--- src/rtl/disp_scan_pkg.sv ---
package disp_scan_pkg;
  typedef enum logic [2:0] {
    MODE_FREQ   = 3'd0,
    MODE_PERIOD = 3'd1,
    MODE_RATIO  = 3'd2,
    MODE_TIVL   = 3'd3,
    MODE_UNIT   = 3'd4,
    MODE_OSC    = 3'd5,
    MODE_RSV6   = 3'd6,
    MODE_RSV7   = 3'd7
  } meas_mode_e;

  localparam int unsigned INT_RANGES = 4;
  localparam int unsigned BCD_W      = 4;
endpackage

--- src/rtl/scan_timer.sv ---
module scan_timer #(
  parameter int unsigned NUM_DIGITS = 8,
  parameter int unsigned DWELL      = 16,
  parameter int unsigned LAG        = 4,
  localparam int unsigned SEL_W     = $clog2(NUM_DIGITS),
  localparam int unsigned CYC_W     = $clog2(DWELL)
) (
  input  logic             clk,
  input  logic             rst_n,
  output logic [SEL_W-1:0] sel,
  output logic             strobe_on
);
  localparam logic [CYC_W-1:0] CYC_LAST = CYC_W'(DWELL - 1);
  localparam logic [CYC_W-1:0] CYC_LAG  = CYC_W'(LAG);
  localparam logic [SEL_W-1:0] SEL_TOP  = SEL_W'(NUM_DIGITS - 1);

  logic [CYC_W-1:0] cyc;

  always_ff @(posedge clk) begin
    if (!rst_n) begin
      cyc <= '0;
      sel <= SEL_TOP;
    end else if (cyc == CYC_LAST) begin
      cyc <= '0;
      sel <= (sel == '0) ? SEL_TOP : sel - 1'b1;
    end else begin
      cyc <= cyc + 1'b1;
    end
  end

  always_comb strobe_on = (cyc >= CYC_LAG) && (cyc < CYC_LAST);

  AST_SCAN_STEP: assert property (@(posedge clk) disable iff (!rst_n)
    (sel != $past(sel)) |-> ((sel == $past(sel) - 1'b1) ||
                             ($past(sel) == '0 && sel == SEL_TOP)));
  AST_STROBE_LEADS: assert property (@(posedge clk) disable iff (!rst_n)
    $rose(strobe_on) |-> $stable(sel));
  AST_STROBE_DROPS: assert property (@(posedge clk) disable iff (!rst_n)
    (sel != $past(sel)) |-> !$past(strobe_on));
endmodule

--- src/rtl/dp_locator.sv ---
module dp_locator
  import disp_scan_pkg::*;
#(
  parameter int unsigned NUM_DIGITS = 8,
  localparam int unsigned POS_W     = $clog2(NUM_DIGITS + 1)
) (
  input  logic [2:0]       meas_mode,
  input  logic [2:0]       range_sel,
  output logic [POS_W-1:0] dp_pos
);
  logic             internal_rng;
  logic [POS_W-1:0] rng_ext;

  always_comb begin
    internal_rng = (range_sel < 3'(INT_RANGES));
    rng_ext      = POS_W'(range_sel);
    dp_pos       = '0;
    if (internal_rng) begin
      unique case (meas_mode_e'(meas_mode))
        MODE_FREQ, MODE_OSC, MODE_PERIOD, MODE_TIVL: dp_pos = rng_ext + POS_W'(2);
        MODE_RATIO:                                  dp_pos = rng_ext + POS_W'(1);
        MODE_UNIT:                                   dp_pos = POS_W'(1);
        default:                                     dp_pos = '0;
      endcase
    end
  end
endmodule

--- src/rtl/lz_blanker.sv ---
module lz_blanker #(
  parameter int unsigned NUM_DIGITS = 8,
  localparam int unsigned POS_W     = $clog2(NUM_DIGITS + 1)
) (
  input  logic [NUM_DIGITS*4-1:0] digit_reg,
  input  logic [POS_W-1:0]        dp_pos,
  input  logic                    lzb_en,
  output logic [NUM_DIGITS-1:0]   blank_mask
);
  logic [NUM_DIGITS:0] zero_up;
  logic [POS_W-1:0]    floor_pos;

  always_comb floor_pos = (dp_pos == '0) ? POS_W'(1) : dp_pos;
  assign zero_up[NUM_DIGITS] = 1'b1;

  for (genvar k = 0; k < NUM_DIGITS; k++) begin : g_digit
    assign zero_up[k] = (digit_reg[4*k +: 4] == 4'd0) && zero_up[k+1];
    assign blank_mask[k] = lzb_en && zero_up[k] && (POS_W'(k + 1) > floor_pos);
  end
endmodule

--- src/rtl/disp_scanner.sv ---
module disp_scanner
  import disp_scan_pkg::*;
#(
  parameter int unsigned NUM_DIGITS = 8,
  parameter int unsigned DWELL      = 16,
  parameter int unsigned LAG        = 4,
  localparam int unsigned SEL_W     = $clog2(NUM_DIGITS),
  localparam int unsigned POS_W     = $clog2(NUM_DIGITS + 1)
) (
  input  logic                    clk,
  input  logic                    rst_n,
  input  logic [NUM_DIGITS*4-1:0] digit_reg,
  input  logic [2:0]              meas_mode,
  input  logic [2:0]              range_sel,
  input  logic                    cath_sel,
  input  logic                    lzb_en,
  output logic [BCD_W-1:0]        bcd_out,
  output logic [NUM_DIGITS-1:0]   digit_strobe,
  output logic                    dp_out,
  output logic                    blank_out
);
  logic [SEL_W-1:0]      sel;
  logic                  strobe_on;
  logic [POS_W-1:0]      dp_pos;
  logic [NUM_DIGITS-1:0] blank_mask;
  logic [NUM_DIGITS-1:0] drive_hi;

  scan_timer #(.NUM_DIGITS(NUM_DIGITS), .DWELL(DWELL), .LAG(LAG)) u_timer (
    .clk(clk), .rst_n(rst_n), .sel(sel), .strobe_on(strobe_on));

  dp_locator #(.NUM_DIGITS(NUM_DIGITS)) u_dp (
    .meas_mode(meas_mode), .range_sel(range_sel), .dp_pos(dp_pos));

  lz_blanker #(.NUM_DIGITS(NUM_DIGITS)) u_lzb (
    .digit_reg(digit_reg), .dp_pos(dp_pos), .lzb_en(lzb_en), .blank_mask(blank_mask));

  always_comb begin
    bcd_out      = digit_reg[4*sel +: 4];
    drive_hi     = strobe_on ? (NUM_DIGITS'(1) << sel) : '0;
    digit_strobe = cath_sel ? ~drive_hi : drive_hi;
    dp_out       = (dp_pos == POS_W'(sel) + POS_W'(1));
    blank_out    = blank_mask[sel];
  end

  AST_STROBE_ONEHOT: assert property (@(posedge clk) disable iff (!rst_n)
    $onehot0(cath_sel ? ~digit_strobe : digit_strobe));
  AST_BCD_HOLD: assert property (@(posedge clk) disable iff (!rst_n)
    (strobe_on && $past(strobe_on) && $stable(digit_reg)) |-> $stable(bcd_out));
  AST_BLANK_NOT_DP: assert property (@(posedge clk) disable iff (!rst_n)
    blank_out |-> !dp_out);
  AST_EXT_NO_DP: assert property (@(posedge clk) disable iff (!rst_n)
    (range_sel >= 3'd4) |-> !dp_out);
endmodule

--- config.mk ---
export PLATFORM = sky130hd
export DESIGN_NAME = disp_scanner
export DESIGN_NICKNAME = d
export VERILOG_FILES = /design/src/rtl/disp_scan_pkg.sv /design/src/rtl/scan_timer.sv /design/src/rtl/dp_locator.sv /design/src/rtl/lz_blanker.sv /design/src/rtl/disp_scanner.sv
export SDC_FILE = /design/constraint.sdc
export NUM_CORES = 1
export LEC_CHECK = 0
export BUFFER_PORTS_ARGS = -buffer_cell sky130_fd_sc_hd__buf_2
export CORE_MARGIN = 1
export CORE_UTILIZATION = 49
export DETAILED_ROUTE_END_ITERATION = 8
export MAX_ROUTING_LAYER = met4
export PLACE_DENSITY = 0.86
export SYNTH_ARGS = -nofsm -noshare
export SYNTH_HDL_FRONTEND = slang
export SYNTH_SLANG_ARGS = --single-unit
--- constraint.sdc ---
create_clock -name clk -period 7.3 [get_ports clk]
set_input_delay 2.19 -clock clk [delete_from_list [all_inputs] [get_ports clk]]
set_output_delay 2.19 -clock clk [all_outputs]
set_load 0.01 [all_outputs]
== Yosys cells after proc, flatten, opt, wreduce, memory -nomap -nowiden ==
Index checks and enable logic that the tools add are counted.

* Input port bits: 42
* Flip-flop bits (word level): 7
* Output and inout port bits: 14
* Memory bits (read-only): 0
* Memories: 0
* Bits in latches: 0
* Bits in writable memories: 0
* Word-level logic and storage cells: 75

* Div/mod/pow operators: 0
* Magnitude comparators: 12
* $add $sub $neg: 5
* Shifts and indexed selects: 2
* Mux-type cells: 8
* Bitwise operators: 2
* Equality and inequality tests: 7
* Reduce and logical (&&, ||, !) cells: 37
* $mul: 0

{| class="wikitable"
|+ Operator list
! operator !! count
|-
| zero test 4 bit || 9
|-
| variable part select 32 x 6 -> 4 bit || 1
|-
| logical AND 1 bit || 24
|-
| > comparator 3 x 4 -> 1 bit, first input constant || 4
|-
| 2-to-1 mux 8 bit || 2
|-
| case mux 4 bit (3 select lines) || 1
|-
| adder 3 x 1 -> 4 bit, second input constant || 2
|-
| > comparator 2 x 4 -> 1 bit, first input constant || 2
|-
| 2-to-1 mux 4 bit || 2
|-
| inverter 8 bit || 1
|-
| << shifter 1 x 3 -> 8 bit, first input constant || 1
|-
| equality test 3 x 2 -> 1 bit, second input constant || 2
|-
| equality test 3 bit, second input constant || 2
|-
| zero test 3 bit || 2
|-
| adder 3 x 2 -> 4 bit, second input constant || 1
|-
| adder 4 x 1 -> 4 bit, second input constant || 1
|-
| equality test 4 bit || 1
|-
| equality test 4 bit, second input constant || 1
|-
| >= comparator 4 x 3 -> 1 bit, second input constant || 1
|-
| > comparator 1 x 4 -> 1 bit, first input constant || 1
|-
| > comparator 4 bit, first input constant || 1
|-
| less-than comparator 3 x 4 -> 1 bit, second input constant || 1
|-
| less-than comparator 4 bit, second input constant || 1
|-
| OR reduction 4 bit || 1
|-
| 8 further kinds || 8
|}

== Longest topological paths before layout ==
Gate-level depths: netlist of the first run.

* Depth in word-level cells: 12
* Depth in mapped cells: 8
* Gate-level depth less buffers: 6

== Modules after synthesis ==
A second synthesis of the first run with hierarchy kept.

* Cell total of the unflattened synthesis: 132
* Area total of the unflattened synthesis: 1280.0 µm²

{| class="wikitable"
|+ By module, submodules not included
! module !! cells an instance !! times used !! seq. area each (µm²) !! area an instance (µm²)
|-
| disp_scanner || 51 || 1 || 0.0 || 601.8
|-
| scan_timer || 34 || 1 || 140.1 || 330.3
|-
| lz_blanker || 27 || 1 || 0.0 || 200.2
|-
| dp_locator || 20 || 1 || 0.0 || 147.6
|}

== Least setup slack after synthesis of the first run ==
No wires, ideal clock.

* Kind: input port to output port
* From: input range_sel[0]
* To: output blank_out
* Required time: 5.110 ns
* Cell stages on the path: 6
* Data arrival time: 3.435 ns
* Slack: 1.675 ns
* Buffers on the path: 0
* Cell sequence: ha_1 -> nand2_2 -> and2_4 -> or4b_1 -> a22oi_1 -> o2bb2ai_1

* Longest elaborated chain between the ends: 9
* Elaborated cells between the ends (all ways): 25
* Those cells by class: 2 x add/sub; 9 x order compare; 5 x mux; 9 x reduce/logical

{| class="wikitable"
|+ Ends and longest elaborated chain
! item !! line !! RTL
|-
| start, declared || disp_scanner.sv:14 || <nowiki>input logic [2:0] range_sel,</nowiki>
|-
| adder 3 x 1 -> 4 bit / adder 3 x 2 -> 4 bit (equally long branches) || dp_locator.sv:21, dp_locator.sv:20 ||
|-
| case mux 4 bit (3 select lines) || dp_locator.sv:19 || <nowiki>unique case (meas_mode_e'(meas_mode))</nowiki>
|-
| 2-to-1 mux 4 bit (*) || dp_locator.sv:18 || <nowiki>if (internal_rng) begin</nowiki>
|-
| zero test 4 bit || lz_blanker.sv:13 || <nowiki>always_comb floor_pos = (dp_pos == '0) ? POS_W'(1) : dp_pos;</nowiki>
|-
| 2-to-1 mux 4 bit (*) || lz_blanker.sv:13 ||
|-
| > comparator 1 x 4 -> 1 bit (tied with other cells) || lz_blanker.sv:18 || <nowiki>assign blank_mask[k] = lzb_en && zero_up[k] && (POS_W'(k + 1) > floor_pos);</nowiki>
|-
| logical AND 1 bit || lz_blanker.sv:18 ||
|-
| binary-select mux 1 bit (select 3 bit) (*) || disp_scanner.sv:42 || <nowiki>blank_out = blank_mask[sel];</nowiki>
|-
| 2-to-1 mux 1 bit (implied by the code) (*) || disp_scanner.sv:42 ||
|-
| end, declared || disp_scanner.sv:20 || <nowiki>output logic blank_out</nowiki>
|}

Every way passes the cells marked *; elsewhere a longest branch is shown, timed or not. The select of a mux whose other input is x is not followed.

== Worst setup path after layout of the first run ==
* From: input meas_mode[1]
* To: output blank_out

* Longest elaborated chain between the ends: 10
* Elaborated cells between the ends (all ways): 29
* Those cells by class: 8 x order compare; 5 x eq/ne; 5 x mux; 11 x reduce/logical

{| class="wikitable"
|+ Ends and longest elaborated chain
! item !! line !! RTL
|-
| start, declared || disp_scanner.sv:13 || <nowiki>input logic [2:0] meas_mode,</nowiki>
|-
| equality test 3 bit (tied with other cells) || dp_locator.sv:19 ||
|-
| OR reduction 4 bit || dp_locator.sv:19 ||
|-
| case mux 4 bit (3 select lines) (*) || dp_locator.sv:19 ||
|-
| 2-to-1 mux 4 bit (*) || dp_locator.sv:18 ||
|-
| zero test 4 bit || lz_blanker.sv:13 ||
|-
| 2-to-1 mux 4 bit (*) || lz_blanker.sv:13 ||
|-
| > comparator 1 x 4 -> 1 bit (tied with other cells) || lz_blanker.sv:18 ||
|-
| logical AND 1 bit || lz_blanker.sv:18 ||
|-
| binary-select mux 1 bit (select 3 bit) (*) || disp_scanner.sv:42 ||
|-
| 2-to-1 mux 1 bit (implied by the code) (*) || disp_scanner.sv:42 ||
|}

Marked as above.

==> results of run 1 <==
## worst reg2reg max path, delay by kind of cell (launching register included)
family | cells | cell delay, ns
AO/OA/AOI/OAI | 1 | 0.12
adder cells (fa/ha/maj) | 1 | 0.32
flip-flops | 1 | 0.86
AND/OR/NAND/NOR | 3 | 0.32
buffers and inverters | 1 | 0.27
## power groups by stage
stage                     clock network [mW]  logic [mW]  registers, mW
after global routing                  0.0407      0.0480         0.0413
after floorplan                            0      0.0220         0.0416
final                                 0.0359      0.0438         0.0411
after CTS                             0.0360      0.0437         0.0411
after global placement                     0      0.0412         0.0417
after detailed placement                   0      0.0435         0.0419
## cells by family after synthesis
| group | after synthesis | share of synthesized area, % |
|---|---|---|
| multiplexers | 8 | 16.6 |
| buffers and inverters | 11 | 4.04 |
| flip-flops | 7 | 12.9 |
| XOR/XNOR | 12 | 9.70 |
| AND/OR/NAND/NOR | 66 | 30.4 |
| AO/OA/AOI/OAI | 23 | 14.8 |
| adder cells (fa/ha/maj) | 10 | 11.5 |
## synth_stat cells, types with 2 or more instances
master    number
clkbuf_1       4
o211ai_1       4
buf_2          2
xnor2_1        8
nand2_1       25
xor2_1         4
and3_1         3
mux4_2         8
nor2_1        10
nor4_1         8
nor3_1         2
nand2_2        2
inv_1          4
ha_1          10
a21oi_1        3
dfxtp_1        7
nand3_1        8
o21ai_0        6
## through the flow
stage               power, mW  area [um2]
finish                  0.121        1390
global route            0.130        1390
CTS                     0.121        1390
detailed placement     0.0854        1370
global placement       0.0830        1370
floorplan              0.0636        1080
## registers in the layout, summed over array words and instances, names as in the netlist
name / cells
u_timer.cyc: 4
u_timer.sel: 3
## path summary, 6_finish.rpt
kind                                                   from                           to  slack [ns]  depth (start not counted)
worst max-delay path                           meas_mode[1]                    blank_out        1.32                          8
worst min-delay path              u_timer.cyc[0]$_SDFF_PP0_    u_timer.cyc[0]$_SDFF_PP0_        0.46                          1
worst max register to register  u_timer.sel[0]$_SDFFE_PN1P_  u_timer.sel[0]$_SDFFE_PN1P_        5.31                          6
worst min register to register    u_timer.cyc[0]$_SDFF_PP0_    u_timer.cyc[0]$_SDFF_PP0_        0.46                          1
## layout make-up
cell class	instances	share of cell area [%]
Clock buffer	4	1.89
Inverter	5	1.35
Multi-Input combinational cell	119	64.5
Sequential cell	7	10.1
Tap cell	27	2.42
Timing Repair Buffer	55	19.7
## per-layer routing
layer  share of wire (%)  track usage (%)  routed length, um  vias to the layer above
met3                 5.6             5.61                165                        0
met5                   0                -                  0                        -
met1                  42             29.6               1230                      598
li1                    -                -                  -                      612
met4                   0             3.92                  0                        0
met2                  53             49.3               1570                       54
==> flow_summary.json, run 1 <==
{
  "status": "complete, no violations",
  "cts.path.max_buffers": 2,
  "globalplace.congestion": 0.912,
  "final_antenna_net_count": 0,
  "max_stage_delay_ns": 0.50,
  "crit_chain": "buf_2, nor2_1, o21bai_1, and2_4, or4b_1, a22oi_1, o2bb2ai_1, buf_2",
  "synth-seq-cells": 7,
  "path_clk_slew_ns": 0.05,
  "yosysSeqAreaShare_pct": 12.9,
  "start_util_pct": 53.6,
  "drt_wl_total_um": 2960,
  "dp_slack_ns": 1.33,
  "whs_ns": 0.459,
  "layout_commonest_cell": "buf_2",
  "first_global_vias": 1199,
  "grt_max_degree": 20,
  "die_w_um": 49.0,
  "setup_slack_ns": 1.32,
  "drc": 0,
  "fin_cells": 217,
  "yosysTopAreaCellShare_pct": 16.6,
  "syn_nets": 189,
  "area_growth_pct": 28.6,
  "intPower_mw": 0.0831,
  "drt_iter0_markers": 35,
  "antenna_found_initial": 0,
  "ios": 56,
  "timing.fmax_ghz": 0.167,
  "crit_top_cell": "buf_2",
  "cp-start-kind": "input port",
  "final_net_count": 243,
  "hold_path_class": "flop to flop",
  "core_area_mm2": 0.00202,
  "critPathArrivalTime_ns": 3.79,
  "power.leakage_nw": 0.681,
  "row_count": 16,
  "die_h_um": 49.0,
  "cp_top_family": "simple AND/OR/NAND/NOR gates",
  "diodes": 0,
  "critPathMaxFanout": 5,
  "vdd_drop_max_uv": 86.7,
  "crit_type": "input port to output port",
  "die_area_mm2": 0.00240,
  "cts_buffers": 3,
  "dp_cells": 213,
  "combPwrFrac_pct": 36.3,
  "max_slew_margin_pct": 44.2,
  "crit_slowest_cell": "or4b_1",
  "track_usage_pct": 26.6,
  "final_cell_mix": "buf_2, nand2_1, nor2_1, ha_1",
  "critPathCaptureType": "output port",
  "wl_per_cell_um": 13.7,
  "setup_viol": 0,
  "fillerInstances": 177,
  "synth-async-reset-ratio_pct": 0,
  "seq_area_um2": 140,
  "synth-edff-count": 0,
  "grt_overflow": 0,
  "swShare_pct": 31.2,
  "port_buffers": 55,
  "rsz0062_at_grt": "false",
  "clk_latency_ns": 0.26,
  "tightest_slew_ns": 0.836,
  "route.vias.total": 1264,
  "clockPowerShare_pct": 29.7,
  "post_cts_resized": 0,
  "cts_tree": "built",
  "min_period_over_period_pct": 81.9,
  "required_ns": 5.11,
  "syn-cell-area_mm2": 0.00108,
  "post-route-util_pct": 68.9,
  "synth_ff_type": "dfxtp_1",
  "power_frac_seq_pct": 34.0,
  "min_period_ns": 5.98,
  "yosysTopAreaCell": "mux4_2",
  "hold_viol": 0,
  "cts_num_sinks": 7,
  "cap_violations": 0,
  "power.density_mw_per_mm2": 86.7,
  "firstDrtPassIters": 4,
  "dp.final_hpwl_um": 2450,
  "drive_gt1_share_pct": 37.9,
  "cts_htree_levels": 1,
  "postCtsSetupBuffers": 0,
  "tns_ns": 0,
  "yosysWarningCount": 0,
  "skew_ns": 0.00567,
  "viasPerCell": 5.82,
  "cts_hold_buf": 0,
  "grt_first_pass_wirelength_um": 4980,
  "syn_avg_cell_area_um2": 7.91,
  "root_buffer": "clkbuf_4",
  "synthCells": 137,
  "crit_buf_inv": 2,
  "multi_input_area_um2": 900,
  "drv_slew": 0,
  "p_sw_mw": 0.0378,
  "synthTopCellsByArea": "mux4_2, dfxtp_1, ha_1",
  "yosysUniqueCellTypes": 37
}
Note: power is estimated with default switching activity, not from simulation.
==> run 2: changes to the inputs <==
- CORE_UTILIZATION: 49 -> 41
- PLACE_DENSITY: 0.86 -> 0.76
- clock period: 7.3 -> 5.2 ns (I/O delays scaled with it)
==> run 2 against run 1 <==
Against the previous run: non-clock buffer count did not move; final cell count up 1.4%; highest routed layer is now met4; critical path depth unchanged; clock-buffer cell count unchanged; global-route usage shrank 3.8 points; critical path type unchanged; sequential power is 40% higher; setup slack got worse by 0.77 ns; register-to-register slack worse by 2.1 ns; sequential share of layout area about the same; sequential cell count unchanged.
==> flow_summary.json, run 2 (synthesis gave the netlist of run 1 again) <==
{
  "status": "complete, no violations",
  "final_cell_mix": "buf_2, nand2_1, nor2_1, ha_1",
  "cts_tree": "built",
  "start_util_pct": 43.7,
  "drt_iter0_markers": 11,
  "p_sw_mw": 0.0527,
  "dp_cells": 216,
  "row_count": 18,
  "layout_commonest_cell": "buf_2",
  "power_mw": 0.169,
  "critPathMaxFanout": 6,
  "post-route-util_pct": 56.4,
  "cap_violations": 0,
  "path_clk_slew_ns": 0.05,
  "min_period_ns": 4.65,
  "hold_viol": 0,
  "postCtsSetupBuffers": 0,
  "dp.final_hpwl_um": 2420,
  "critPathArrivalTime_ns": 3.09,
  "cts.path.max_buffers": 2,
  "route.vias.total": 1244,
  "rsz0062_at_grt": "false",
  "hold_path_class": "flop to flop",
  "antenna_found_initial": 0,
  "globalplace.congestion": 0.886,
  "viasPerCell": 5.65,
  "post_cts_resized": 0,
  "clk_latency_ns": 0.25,
  "clockPowerShare_pct": 29.9,
  "timing.fmax_ghz": 0.215,
  "drt_wl_total_um": 2860,
  "final_net_count": 243,
  "drive_gt1_share_pct": 37.9,
  "crit_type": "input port to output port",
  "root_buffer": "clkbuf_4",
  "timing.rr.start": "u_timer.sel[0]$_SDFFE_PN1P_",
  "cts_hold_buf": 0,
  "tightest_slew_ns": 0.858,
  "die_w_um": 53.4,
  "area_growth_pct": 29.0,
  "min_period_over_period_pct": 89.3,
  "grt_first_pass_wirelength_um": 4800,
  "startpoint": "meas_mode[0]",
  "hp-start": "u_timer.cyc[0]$_SDFF_PP0_",
  "ios": 56,
  "skew_ns": 0.000428,
  "first_global_vias": 1164,
  "top_register": "u_timer.cyc",
  "power.leakage_nw": 0.681,
  "grt_overflow": 0,
  "vdd_drop_max_uv": 91.0,
  "critPathCaptureType": "output port",
  "die_area_mm2": 0.00285,
  "top_regs": "u_timer.cyc: 4 flops, u_timer.sel: 3 flops",
  "cp-start-kind": "input port",
  "setup_viol": 0,
  "final_antenna_net_count": 0,
  "track_usage_pct": 22.8,
  "die_h_um": 53.4,
  "cts_htree_levels": 1,
  "grt_max_degree": 20,
  "wl_per_cell_um": 13.0,
  "max_slew_margin_pct": 42.7,
  "drv_slew": 0,
  "cts_num_sinks": 7,
  "fillerInstances": 241,
  "largest_reg_flops": 4,
  "fin_cells": 220,
  "required_ns": 3.64,
  "cts_buffers": 3,
  "swShare_pct": 31.1,
  "power.density_mw_per_mm2": 121,
  "port_buffers": 55,
  "rrSetupSlack_ns": 3.22,
  "combPwrFrac_pct": 36.0,
  "diodes": 0,
  "intPower_mw": 0.117,
  "firstDrtPassIters": 4,
  "power_frac_seq_pct": 34.1,
  "core_area_mm2": 0.00248,
  "tns_ns": 0,
  "drc": 0
}
==> run 2: power groups by stage <==
stage | clock (mW) | combinational (mW) | sequential (mW)
6_report | 0.0507 | 0.0610 | 0.0577
3_5_place_dp | 0 | 0.0609 | 0.0589
5_1_grt | 0.0548 | 0.0677 | 0.0579
3_3_place_gp | 0 | 0.0582 | 0.0586
4_1_cts | 0.0512 | 0.0612 | 0.0577
2_1_floorplan | 0 | 0.0309 | 0.0583
==> run 2: final timing paths <==
path	to	cells after the start
setup / recovery	blank_out	8
hold reg to reg	u_timer.cyc[0]$_SDFF_PP0_	1
hold / removal	u_timer.cyc[0]$_SDFF_PP0_	1
setup reg to reg	u_timer.sel[0]$_SDFFE_PN1P_	6
==> run 2: layer usage <==
layer / vias to the layer above / track usage, % / wire, um
met2: 35 / 40.0 / 1420
met5: - / - / 0
li1: 621 / - / -
met3: 5 / 1.44 / 101
met1: 583 / 27.8 / 1310
met4: 0 / 6.58 / 36
==> run 2: through the flow <==
stage | area [um2] | hold WS (ns) | setup slack [ns]
after floorplan | 1080 | 0.426 | 0.835
after global placement | 1370 | 0.442 | 0.590
after detailed placement | 1370 | 0.455 | 0.546
after CTS | 1400 | 0.467 | 0.547
after global routing | 1400 | 0.476 | 0.471
final | 1400 | 0.462 | 0.555
==> run 2: layout make-up <==
class | count | area [um2] | area share (%)
multi-input combinational | 119 | 900 | 64.4
timing repair buffer | 55 | 275 | 19.7
sequential | 7 | 140 | 10.0
tap | 30 | 37.5 | 2.69
clock buffer | 4 | 26.3 | 1.88
inverter | 5 | 18.8 | 1.34
==> run 2: critical path, stage by stage <==
cell and delay, ns:
buf_2 0.14, nor3b_2 0.25, nand2_2 0.08, and2_4 0.16
or4b_1 0.49, a22oi_1 0.20, o2bb2ai_1 0.07, buf_2 0.13
